$ cat config.mk
export PLATFORM = sky130hd
export DESIGN_NAME = rxck_route
export DESIGN_NICKNAME = d
export VERILOG_FILES = /design/src/rtl/rxck_pkg.sv /design/src/rtl/rxck_sync.sv /design/src/rtl/rxck_pin_decode.sv /design/src/rtl/rxck_edge_gen.sv /design/src/rtl/rxck_route.sv
export SDC_FILE = /design/constraint.sdc
export NUM_CORES = 1
export LEC_CHECK = 0
export ABC_CLOCK_PERIOD_IN_PS = 3600
export CAP_MARGIN = 20
export CORE_AREA = 2 2 39 41
export DETAILED_ROUTE_END_ITERATION = 12
export DIE_AREA = 0 0 41 43
export DONT_BUFFER_PORTS = 1
export PLACE_DENSITY = 0.5
export SLEW_MARGIN = 20
export SYNTH_ARGS = -nofsm -noshare
export SYNTH_HDL_FRONTEND = slang
export SYNTH_SLANG_ARGS = --single-unit
export TNS_END_PERCENT = 20
$ cat constraint.sdc
create_clock -name clk -period 3.6 [get_ports clk]
set_clock_uncertainty 0.1 [all_clocks]
set_input_delay 0.72 -clock clk [delete_from_list [all_inputs] [get_ports clk]]
set_output_delay 0.72 -clock clk [all_outputs]
set_load 0.005 [all_outputs]
$ cat src/rtl/rxck_pkg.sv
package rxck_pkg;

  typedef enum logic [1:0] {
    SRC_LOCAL  = 2'd0,
    SRC_PIN    = 2'd1,
    SRC_SHARED = 2'd2
  } rxck_src_e;

  typedef struct packed {
    logic      ck_oe;
    logic      fs_oe;
    rxck_src_e ck_src;
    rxck_src_e fs_src;
    logic      flag0_rd;
    logic      flag1_rd;
  } rxck_route_t;

  function automatic rxck_route_t rxck_decode(input logic sync_m,
                                              input logic ck_d,
                                              input logic fs_d);
    rxck_route_t r;
    r.ck_oe    = ck_d;
    r.fs_oe    = fs_d;
    r.ck_src   = sync_m ? SRC_SHARED : (ck_d ? SRC_LOCAL : SRC_PIN);
    r.fs_src   = sync_m ? SRC_SHARED : (fs_d ? SRC_LOCAL : SRC_PIN);
    r.flag0_rd = sync_m & ~ck_d;
    r.flag1_rd = sync_m & ~fs_d;
    return r;
  endfunction

endpackage

$ cat src/rtl/rxck_sync.sv
module rxck_sync #(
  parameter int WIDTH  = 1,
  parameter int STAGES = 2
) (
  input  logic             clk,
  input  logic             rst_n,
  input  logic [WIDTH-1:0] d,
  output logic [WIDTH-1:0] q
);

  logic [STAGES-1:0][WIDTH-1:0] stg_q;
  logic [STAGES-1:0][WIDTH-1:0] stg_d;

  always_comb begin
    stg_d[0] = d;
  end

  genvar gi;
  generate
    for (gi = 1; gi < STAGES; gi++) begin : g_chain
      always_comb begin
        stg_d[gi] = stg_q[gi-1];
      end
    end
  endgenerate

  always_ff @(posedge clk or negedge rst_n) begin
    if (!rst_n) begin
      stg_q <= '0;
    end else begin
      stg_q <= stg_d;
    end
  end

  assign q = stg_q[STAGES-1];

endmodule

$ cat src/rtl/rxck_pin_decode.sv
module rxck_pin_decode
  import rxck_pkg::*;
(
  input  logic        sync_mode,
  input  logic        ckdir,
  input  logic        fsdir,
  input  logic        int_bclk,
  input  logic        int_fs,
  input  logic        tx_bclk,
  input  logic        tx_fs,
  input  logic        flag0_out,
  input  logic        flag1_out,
  input  logic        ck_pin_i,
  input  logic        fs_pin_i,
  output logic        ck_pin_o,
  output logic        ck_pin_oe,
  output logic        fs_pin_o,
  output logic        fs_pin_oe,
  output logic        bclk_sel,
  output logic        fs_sel,
  output logic        flag0_rd,
  output logic        flag1_rd
);

  rxck_route_t route;

  always_comb begin
    route = rxck_decode(sync_mode, ckdir, fsdir);
  end

  // pin drive side
  always_comb begin
    ck_pin_oe = route.ck_oe;
    fs_pin_oe = route.fs_oe;
    ck_pin_o  = sync_mode ? flag0_out : int_bclk;
    fs_pin_o  = sync_mode ? flag1_out : int_fs;
    flag0_rd  = route.flag0_rd;
    flag1_rd  = route.flag1_rd;
  end

  // receive-side source muxes
  always_comb begin
    unique case (route.ck_src)
      SRC_LOCAL:  bclk_sel = int_bclk;
      SRC_PIN:    bclk_sel = ck_pin_i;
      SRC_SHARED: bclk_sel = tx_bclk;
      default:    bclk_sel = 1'b0;
    endcase
    unique case (route.fs_src)
      SRC_LOCAL:  fs_sel = int_fs;
      SRC_PIN:    fs_sel = fs_pin_i;
      SRC_SHARED: fs_sel = tx_fs;
      default:    fs_sel = 1'b0;
    endcase
  end

endmodule

$ cat src/rtl/rxck_edge_gen.sv
module rxck_edge_gen #(
  parameter int SYNC_STAGES = 2
) (
  input  logic clk,
  input  logic rst_n,
  input  logic pol,
  input  logic bclk_raw,
  input  logic fs_raw,
  output logic launch_stb,
  output logic sample_stb,
  output logic fs_smp
);

  localparam int SW = 2;

  logic [SW-1:0] syn_q;
  logic          bclk_s;
  logic          fs_s;
  logic          bclk_prev_q;
  logic          rise;
  logic          fall;
  logic          launch_d;
  logic          sample_d;
  logic          fs_d;
  logic          prev_en;

  rxck_sync #(.WIDTH(SW), .STAGES(SYNC_STAGES)) u_sync (
    .clk   (clk),
    .rst_n (rst_n),
    .d     ({fs_raw, bclk_raw}),
    .q     (syn_q)
  );

  assign bclk_s = syn_q[0];
  assign fs_s   = syn_q[1];

  // next-state
  always_comb begin
    rise     = bclk_s & ~bclk_prev_q;
    fall     = ~bclk_s & bclk_prev_q;
    launch_d = pol ? fall : rise;
    sample_d = pol ? rise : fall;
    fs_d     = sample_d ? fs_s : fs_smp;
    prev_en  = rise | fall;
  end

  // registers
  always_ff @(posedge clk or negedge rst_n) begin
    if (!rst_n) begin
      bclk_prev_q <= 1'b0;
    end else if (prev_en) begin
      bclk_prev_q <= bclk_s;
    end
  end

  always_ff @(posedge clk or negedge rst_n) begin
    if (!rst_n) begin
      launch_stb <= 1'b0;
      sample_stb <= 1'b0;
      fs_smp     <= 1'b0;
    end else begin
      launch_stb <= launch_d;
      sample_stb <= sample_d;
      fs_smp     <= fs_d;
    end
  end

  // the two strobes never coincide
  p_strobe_excl_r1: assert property (@(posedge clk) disable iff (!rst_n)
    $onehot0({launch_stb, sample_stb}));

  // a launch strobe lasts one cycle
  p_launch_pulse_r1: assert property (@(posedge clk) disable iff (!rst_n)
    launch_stb |=> !launch_stb);

  // a sample strobe lasts one cycle
  p_sample_pulse_r2: assert property (@(posedge clk) disable iff (!rst_n)
    sample_stb |=> !sample_stb);

  // captured frame sync moves only together with a sample strobe
  p_fs_hold_r3: assert property (@(posedge clk) disable iff (!rst_n)
    !sample_stb |-> $stable(fs_smp));

endmodule

$ cat src/rtl/rxck_route.sv
module rxck_route #(
  parameter int SYNC_STAGES = 2,
  parameter int FLAG_STAGES = 2
) (
  input  logic clk,
  input  logic rst_n,
  input  logic sync_mode,
  input  logic ckdir,
  input  logic fsdir,
  input  logic pol,
  input  logic int_bclk,
  input  logic int_fs,
  input  logic tx_bclk,
  input  logic tx_fs,
  input  logic flag0_out,
  input  logic flag1_out,
  input  logic ck_pin_i,
  output logic ck_pin_o,
  output logic ck_pin_oe,
  input  logic fs_pin_i,
  output logic fs_pin_o,
  output logic fs_pin_oe,
  output logic flag0_in,
  output logic flag1_in,
  output logic launch_stb,
  output logic sample_stb,
  output logic fs_smp
);

  localparam int NFLAG = 2;

  logic             bclk_sel;
  logic             fs_sel;
  logic             flag0_rd;
  logic             flag1_rd;
  logic [NFLAG-1:0] flag_s;

  rxck_pin_decode u_dec (
    .sync_mode (sync_mode),
    .ckdir     (ckdir),
    .fsdir     (fsdir),
    .int_bclk  (int_bclk),
    .int_fs    (int_fs),
    .tx_bclk   (tx_bclk),
    .tx_fs     (tx_fs),
    .flag0_out (flag0_out),
    .flag1_out (flag1_out),
    .ck_pin_i  (ck_pin_i),
    .fs_pin_i  (fs_pin_i),
    .ck_pin_o  (ck_pin_o),
    .ck_pin_oe (ck_pin_oe),
    .fs_pin_o  (fs_pin_o),
    .fs_pin_oe (fs_pin_oe),
    .bclk_sel  (bclk_sel),
    .fs_sel    (fs_sel),
    .flag0_rd  (flag0_rd),
    .flag1_rd  (flag1_rd)
  );

  rxck_sync #(.WIDTH(NFLAG), .STAGES(FLAG_STAGES)) u_flag_sync (
    .clk   (clk),
    .rst_n (rst_n),
    .d     ({fs_pin_i, ck_pin_i}),
    .q     (flag_s)
  );

  always_comb begin
    flag0_in = flag0_rd & flag_s[0];
    flag1_in = flag1_rd & flag_s[1];
  end

  rxck_edge_gen #(.SYNC_STAGES(SYNC_STAGES)) u_edge (
    .clk        (clk),
    .rst_n      (rst_n),
    .pol        (pol),
    .bclk_raw   (bclk_sel),
    .fs_raw     (fs_sel),
    .launch_stb (launch_stb),
    .sample_stb (sample_stb),
    .fs_smp     (fs_smp)
  );

  // local clock drives the pin in asynchronous output mode
  p_ck_out_r4: assert property (@(posedge clk) disable iff (!rst_n)
    (!sync_mode && ckdir) |-> (ck_pin_oe && ck_pin_o == int_bclk));

  // flag 0 drives the clock pin in synchronous output mode
  p_flag0_out_r6: assert property (@(posedge clk) disable iff (!rst_n)
    (sync_mode && ckdir) |-> (ck_pin_oe && ck_pin_o == flag0_out));

  // input flag 0 reads zero unless the pin is a synchronous input
  p_flag0_gate_r7: assert property (@(posedge clk) disable iff (!rst_n)
    !(sync_mode && !ckdir) |-> !flag0_in);

  // flag 1 drives the frame-sync pin in synchronous output mode
  p_flag1_out_r9: assert property (@(posedge clk) disable iff (!rst_n)
    (sync_mode && fsdir) |-> (fs_pin_oe && fs_pin_o == flag1_out));

  // clock pin is released whenever it is an input
  p_ck_release_r5: assert property (@(posedge clk) disable iff (!rst_n)
    !ckdir |-> !ck_pin_oe);

endmodule

==> results of run 1 <==
cell families after synthesis:
kind of cell | after synthesis
fa+ha+maj | 2
buf+inv | 4
mux | 7
compound gates | 3
simple gates | 5
flops | 12
sequential cells by signal (all words and copies together), names as in the netlist:
signal and flops:
u_edge.u_sync.q 2, u_edge.fs_smp 1, u_edge.u_sync.stg_d 2, u_edge.bclk_prev_q 1, u_flag_sync.stg_d 2, u_edge.sample_stb 1, u_edge.launch_stb 1, u_flag_sync.q 2
worst paths after layout:
| path | cells past startpoint | from | endpoint |
|---|---|---|---|
| max reg2reg | 4 | u_edge.bclk_prev_q$_DFFE_PN0P_ | u_edge.fs_smp$_DFFE_PN0P_ |
| min in group clk | 0 | u_edge.u_sync.stg_d[2]$_DFF_PN0_ | u_edge.u_sync.q[0]$_DFF_PN0_ |
| max | 1 | sync_mode | fs_pin_o |
| min reg2reg | 0 | u_edge.u_sync.stg_d[2]$_DFF_PN0_ | u_edge.u_sync.q[0]$_DFF_PN0_ |
| max in group asynchronous | 0 | rst_n | u_edge.u_sync.stg_d[3]$_DFF_PN0_ |
| min | 0 | rst_n | u_edge.bclk_prev_q$_DFFE_PN0P_ |
routing by layer:
metal | share of wire (%) | track usage (%)
met5 | 0 | 0
met4 | 1.1 | 4.000
met3 | 17 | 10.99
met2 | 49 | 13.44
met1 | 33 | 9.932
Yosys cell counts:
| master | instances |
|---|---|
| mux2i_1 | 2 |
| o21ai_0 | 3 |
| buf_4 | 2 |
| mux2_2 | 3 |
| nand2_1 | 3 |
| mux2_4 | 2 |
| ha_1 | 2 |
| dfrtp_1 | 12 |
| and3b_1 | 2 |
| inv_1 | 2 |
cell usage in the layout, fill, tap and decap left out:
| cell type | count |
|---|---|
| dfrtp_1 | 12 |
| nand2_1 | 3 |
| o21ai_0 | 3 |
| mux2_2 | 3 |
| clkbuf_4 | 3 |
| mux2i_1 | 2 |
| and3b_1 | 2 |
| inv_1 | 2 |
| mux2_4 | 2 |
| ha_1 | 2 |
metrics by stage:
| step | cell area, um2 | utilization, % | worst slack [ps] |
|---|---|---|---|
| finish | 503.0 | 36.35 | 1738 |
| global route | 503.0 | 36.35 | 1738 |
| CTS | 503.0 | 36.35 | 1737 |
| detailed placement | 480.5 | 34.72 | 1737 |
| global placement | 480.5 | 34.72 | 1739 |
| floorplan | 475.5 | - | 1746 |
power breakdown:
group,switching (mW),leakage [nW],internal [mW]
combinational,0.0182,0.0884,0.0278
sequential,0.0133,0.145,0.159
clock,0.0389,0.0138,0.0387
total,0.0704,0.247,0.225
final cells by class:
| cell class | instances | area (um2) |
|---|---|---|
| clock buffers | 3 | 22.52 |
| inverters | 2 | 7.507 |
| flip-flops and latches | 12 | 300.3 |
| fillers | 133 | 880.8 |
| multi-input cells | 17 | 152.6 |
| well taps | 16 | 20.02 |
==> flow_metrics.tcl, run 1 <==
set metrics [dict create \
    status "finished, final reports clean" \
    crit_path_top_delay_cell "mux2_2" \
    cts_buffers 3 \
    timing_hold_violations_final 0 \
    die_x_um 41 \
    crit_required_ps 2780 \
    antenna_found_initial 0 \
    antenna_cells 0 \
    synth_area_um2 475.5 \
    rsz0062_at_grt "false" \
    start_util_pct 34.36 \
    finalSetupTns_ps 0 \
    powerDensity_mw_per_mm2 587.8 \
    routed_wl_um 701 \
    synth_nets 49 \
    overflow 0 \
    slew_violations 0 \
    cts_root_buf "clkbuf_4" \
    critPathMaxStageDelay_ps 320 \
    drc_errors 0 \
    ant_nets 0 \
    cts.sinks 12 \
    ys_ff_latch 12 \
    leakage_nw 0.2470 \
    synth_xor_area_share_pct 0 \
    synthDistinctLibCells 10 \
    synth_compound_area_share_pct 3.158 \
    yosys.area.top_type "dfrtp_1" \
    crit_chain "mux2_2" \
    critPathLaunchType "input port" \
    cts_tree "yes" \
    areaGrowthSynthToFinish_pct 5.789 \
    crit_type "in -> out" \
    synth_cells 33 \
    grt_pass1_vias 265 \
    maxCapViolCount 0 \
    htreeDepth 1 \
    grt_util_all_layers_pct 10.13 \
    die_h_um 43 \
    end_kind "primary output" \
    yosysTopAreaCellShare_pct 63.16 \
    worst_pin_slew_ps 142.5 \
    io_buffers 0 \
    hold_buffers 0 \
    hold_path.class "in -> async" \
    netlist_top_cells_area "dfrtp_1 63%, mux2_2 7.1%, mux2_4 6.3%" \
    grt_pass1_wl_um 1076 \
    fin_crit_ps 1862 \
    instances_no_fill 50 \
    cpLargestDelayFamily "multiplexers" \
    yosysSeqAreaShare_pct 63.16 \
    path_clk_slew_ps 70 \
    crit_fanout 8 \
    cts_setup_buffers 0 \
    grt_max_degree 13 \
    core_mm2 0.001384 \
    cts_resized 0 \
    ys_warn_count 0 \
    setup_viol 0 \
    io_pins 23 \
    r2r_slack_ps 2190 \
    dp.cells 47 \
    die-area_mm2 0.001763 \
    whs_ps 39.65 \
    synth_top_family_by_area "multiplexers" \
    layout.nets 52 \
    synth-simple-area-share_pct 6.053 \
    muxShareOfSynthArea_pct 17.63 \
    routedWlPerCell_um 14.02 \
    num_rows 14 \
    cts.path.max_buffers 2 \
    clock.fmax_mhz 537.0 \
    clock_latency_ps 270 \
    layout-drive-gt1-share_pct 23.53 \
    ir_drop_uv 286.7 \
    path_buf_inv 0 \
    synthAdderAreaFrac_pct 5.263 \
    drt_iter0_drc 4 \
    avgSynthCellArea_um2 14.41 \
    vias 255 \
    p_total_mw 0.2956 \
    firstDrtPassIters 4 \
    finalCritPeriodShare_pct 51.73 \
    cp.arrival_ps 1040 \
    gp_congestion 0.5317 \
    max_slew_margin_pct 90.40 \
    viasPerCell 5.100 \
]
No activity file was read; power rests on OpenSTA's default activity.
==> run 2, diff against run 1 <==
ABC_CLOCK_PERIOD_IN_PS = 1600   (was 3600)
PLACE_DENSITY = 0.51   (was 0.5)
clock period = 1.6 ns   (was 3.6 ns; I/O delays follow)
==> flow_metrics.tcl, run 2 (synthesized netlist as in run 1, its figures left out) <==
set metrics [dict create \
    status "finished, final reports clean" \
    gp_congestion 0.5418 \
    layout-drive-gt1-share_pct 21.62 \
    place_area_um2 480.5 \
    drt_iter0_drc 0 \
    crit_type "reg -> reg" \
    end_kind "flop" \
    grt_pass1_wl_um 1062 \
    core_mm2 0.001384 \
    crit_fanout 3 \
    cts_root_buf "clkbuf_4" \
    layout_setup_ws_ps 191.9 \
    antenna_cells 0 \
    timing_hold_violations_final 0 \
    die-area_mm2 0.001763 \
    r2r-end "u_edge.fs_smp$_DFFE_PN0P_" \
    maxCapViolCount 0 \
    hold_path_startpoint "sync_mode" \
    routed_wl_um 672 \
    powerDensity_mw_per_mm2 1259 \
    path_clk_slew_ps 70 \
    areaGrowthSynthToFinish_pct 12.11 \
    met3_length_um 80 \
    r2r_slack_ps 190 \
    cts.path.max_buffers 2 \
    rsz0062_at_grt "false" \
    finalSetupTns_ps 0 \
    grt_max_degree 13 \
    grt_pass1_vias 252 \
    cp.arrival_ps 1460 \
    hold_depth 1 \
    holdPathEnd "u_edge.u_sync.stg_d[3]$_DFF_PN0_" \
    instances_no_fill 53 \
    max_slew_margin_pct 64.21 \
    die_h_um 43 \
    highest_layer "met3" \
    io_buffers 0 \
    ant_nets 0 \
    grt_util_all_layers_pct 9.806 \
    clock_latency_ps 260 \
    ir_drop_uv 532.4 \
    slew_violations 0 \
    layout_commonest_cell "dfrtp_1" \
    critPathLaunchType "flop" \
    dp_slack_ps 197.8 \
    vias 253 \
    post-route-util_pct 38.52 \
    cts_tree "yes" \
    whs_ps 62.03 \
    crit_required_ps 1650 \
    drc_errors 0 \
    start_util_pct 34.36 \
    rr_startpoint "u_edge.bclk_prev_q$_DFFE_PN0P_" \
    hold_buffers 3 \
    finalCritPeriodShare_pct 88.01 \
    cts_resized 0 \
    firstDrtPassIters 1 \
    wl_met1_um 258 \
    cts.sinks 12 \
    viasPerCell 4.774 \
    worst_pin_slew_ps 535.1 \
    routedWlPerCell_um 12.68 \
    htreeDepth 1 \
    wl_met2_um 333 \
    setup_viol 0 \
    p_total_mw 0.6710 \
    dp.cells 47 \
    cts_setup_buffers 0 \
    leakage_nw 0.2595 \
    fillers 135 \
    cts_buffers 3 \
    hold_path.class "in -> reg" \
    antenna_found_initial 0 \
    overflow 0 \
    fin_crit_ps 1408 \
    final_area_um2 533.0 \
    num_rows 14 \
    clock.fmax_mhz 710.2 \
    die_x_um 41 \
    layout.nets 55 \
    io_pins 23 \
    dpl.hpwl_um 527.2 \
    ff2ff_path_depth 3 \
]
==> run 2: changes by cell type in the layout (fill, tap and decap cells not counted), sizes merged <==
cell         previous run  this run
dlygate4sd3             0         3
==> run 2: layout make-up <==
type | instances | area, um2 | share of cell area [%]
flip-flops and latches | 12 | 300.3 | 56.34
multi-input cells | 17 | 152.6 | 28.64
well taps | 16 | 20.02 | 3.756
inverters | 2 | 7.507 | 1.408
clock buffers | 3 | 22.52 | 4.225
repair buffers | 3 | 30.03 | 5.634
==> run 2: how the worst max path moves through the flow <==
stage | slack, ps | end | startpoint
final | 190 | u_edge.fs_smp$_DFFE_PN0P_ | u_edge.bclk_prev_q$_DFFE_PN0P_
after global routing | 120 | u_edge.fs_smp$_DFFE_PN0P_ | u_edge.bclk_prev_q$_DFFE_PN0P_
after CTS | 180 | u_edge.fs_smp$_DFFE_PN0P_ | u_edge.bclk_prev_q$_DFFE_PN0P_
after detailed placement | 200 | u_edge.fs_smp$_DFFE_PN0P_ | u_edge.bclk_prev_q$_DFFE_PN0P_
after global placement | 240 | u_edge.fs_smp$_DFFE_PN0P_ | u_edge.bclk_prev_q$_DFFE_PN0P_
after floorplan | 250 | u_edge.fs_smp$_DFFE_PN0P_ | u_edge.bclk_prev_q$_DFFE_PN0P_
==> run 2: worst max-delay path, stage by stage (launching register included) <==
cell	delay (ps)
dfrtp_1	400
ha_1	220
mux2_4	280
mux2_4	290
==> run 2: power by group <==
| part | total, mW | internal (mW) | switching, mW |
|---|---|---|---|
| logic | 0.112 | 0.0674 | 0.0442 |
| clock network | 0.173 | 0.0868 | 0.0859 |
| registers | 0.387 | 0.357 | 0.0298 |
==> run 2: layer usage <==
layer  track usage [%]  vias up
met5                 0        -
met2             14.37       19
met4             8.000        0
met3             5.759        0
li1                  -      118
met1             9.184      116
==> run 3, diff against run 2 <==
MAX_ROUTING_LAYER = met4   (was default)
==> flow_metrics.tcl, run 3 (synthesized netlist as in run 1, its figures left out) <==
set metrics [dict create \
    core_mm2 0.001384 \
    maxCapViolCount 0 \
    hold_buffers 3 \
    die-area_mm2 0.001763 \
    cts.sinks 12 \
    powerDensity_mw_per_mm2 1259 \
    crit_type "reg -> reg" \
    gp_congestion 0.5435 \
    clock_latency_ps 260 \
    ir_drop_uv 532.4 \
    antenna_cells 0 \
    drt_iter0_drc 0 \
    timing_hold_violations_final 0 \
    cts.path.max_buffers 2 \
    r2r_slack_ps 190 \
    setup_viol 0 \
    final_area_um2 533.0 \
    crit_top_cell "mux2_4" \
    crit_path_top_delay_cell "dfrtp_1" \
    layout.nets 55 \
    finalCritPeriodShare_pct 88.01 \
    grt_pass1_wl_um 1062 \
    fillers 135 \
    crit_chain "ha_1, mux2_4, mux2_4" \
    grt_max_degree 13 \
    hold_path_startpoint "sync_mode" \
    crit_required_ps 1650 \
    crit_start "u_edge.bclk_prev_q$_DFFE_PN0P_" \
    critPathMaxStageDelay_ps 400 \
    finalSetupTns_ps 0 \
    worst_pin_slew_ps 535.1 \
    place_area_um2 480.5 \
    path_clk_slew_ps 70 \
    grt_util_all_layers_pct 10.05 \
    htreeDepth 1 \
    cts_buffers 3 \
    antenna_found_initial 0 \
    drc_errors 0 \
    firstDrtPassIters 1 \
    start_util_pct 34.36 \
    overflow 0 \
    routed_wl_um 672 \
    routedWlPerCell_um 12.68 \
    io_buffers 0 \
    critPathLaunchType "flop" \
    vias 251 \
    viasPerCell 4.736 \
    clock.fmax_mhz 710.2 \
    rsz0062_at_grt "false" \
    dpl.hpwl_um 527.2 \
    cp.arrival_ps 1460 \
    grt_pass1_vias 254 \
    slew_violations 0 \
    hold_path.class "in -> reg" \
    layout-drive-gt1-share_pct 21.62 \
    rr_startpoint "u_edge.bclk_prev_q$_DFFE_PN0P_" \
    cts_tree "yes" \
    end_kind "flop" \
    cts_setup_buffers 0 \
    cts_resized 0 \
    areaGrowthSynthToFinish_pct 12.11 \
    ant_nets 0 \
    io_pins 23 \
    die_x_um 41 \
    cts_root_buf "clkbuf_4" \
    layout_commonest_cell "dfrtp_1" \
    leakage_nw 0.2595 \
    die_h_um 43 \
    crit_fanout 3 \
    max_slew_margin_pct 64.21 \
    fin_crit_ps 1408 \
    num_rows 14 \
    status "finished, final reports clean" \
]
-- run 3: path summary, 6_finish.rpt --
| path | depth (start not counted) | to |
|---|---|---|
| worst max-delay path | 3 | u_edge.fs_smp$_DFFE_PN0P_ |
| worst min-delay path | 1 | u_edge.u_sync.stg_d[3]$_DFF_PN0_ |
| worst max register to register | 3 | u_edge.fs_smp$_DFFE_PN0P_ |
| worst min register to register | 0 | u_edge.u_sync.q[0]$_DFF_PN0_ |
| max in group asynchronous | 1 | u_edge.u_sync.stg_d[3]$_DFF_PN0_ |
| min in group asynchronous | 1 | u_edge.sample_stb$_DFF_PN0_ |
-- run 3: metal layers --
metal  track usage [%]  vias up  wire length, um
li1                  -      118                -
met1             9.524      115              260
met2             14.37       18              333
met3             5.236        0               78
met4             8.000        0                0
met5                 -        -                0
-- run 3: report_power, final --
group	leakage (nW)	switching, mW	internal, mW
clock network	0.0138	0.0859	0.0868
registers	0.145	0.0298	0.357
logic	0.101	0.0442	0.0674
-- run 3: stage by stage --
step                power, mW  setup slack, ps  cells  hold WS [ps]  utilization [%]
finish                 0.6710            191.9     53         62.03            38.52
floorplan              0.4788            246.9     33        -75.59                -
CTS                    0.6881            184.0     53         48.60            38.52
global placement       0.4856            237.3     47        -75.34            34.72
detailed placement     0.4974            197.8     47        -75.31            34.72
global route           0.7303            124.8     53         47.53            38.52
-- run 3: area by class of cell --
class	count	area, um2	area share (%)
clock buffer	3	22.52	4.225
inverter	2	7.507	1.408
multi-input combinational	17	152.6	28.64
sequential	12	300.3	56.34
tap	16	20.02	3.756
timing repair buffer	3	30.03	5.634
-- run 3: worst max-delay path: cells and delay by family (launching register included) --
kind	cells	cell delay, ps
adders and majority gates	1	220
DFF	1	400
muxes	2	570
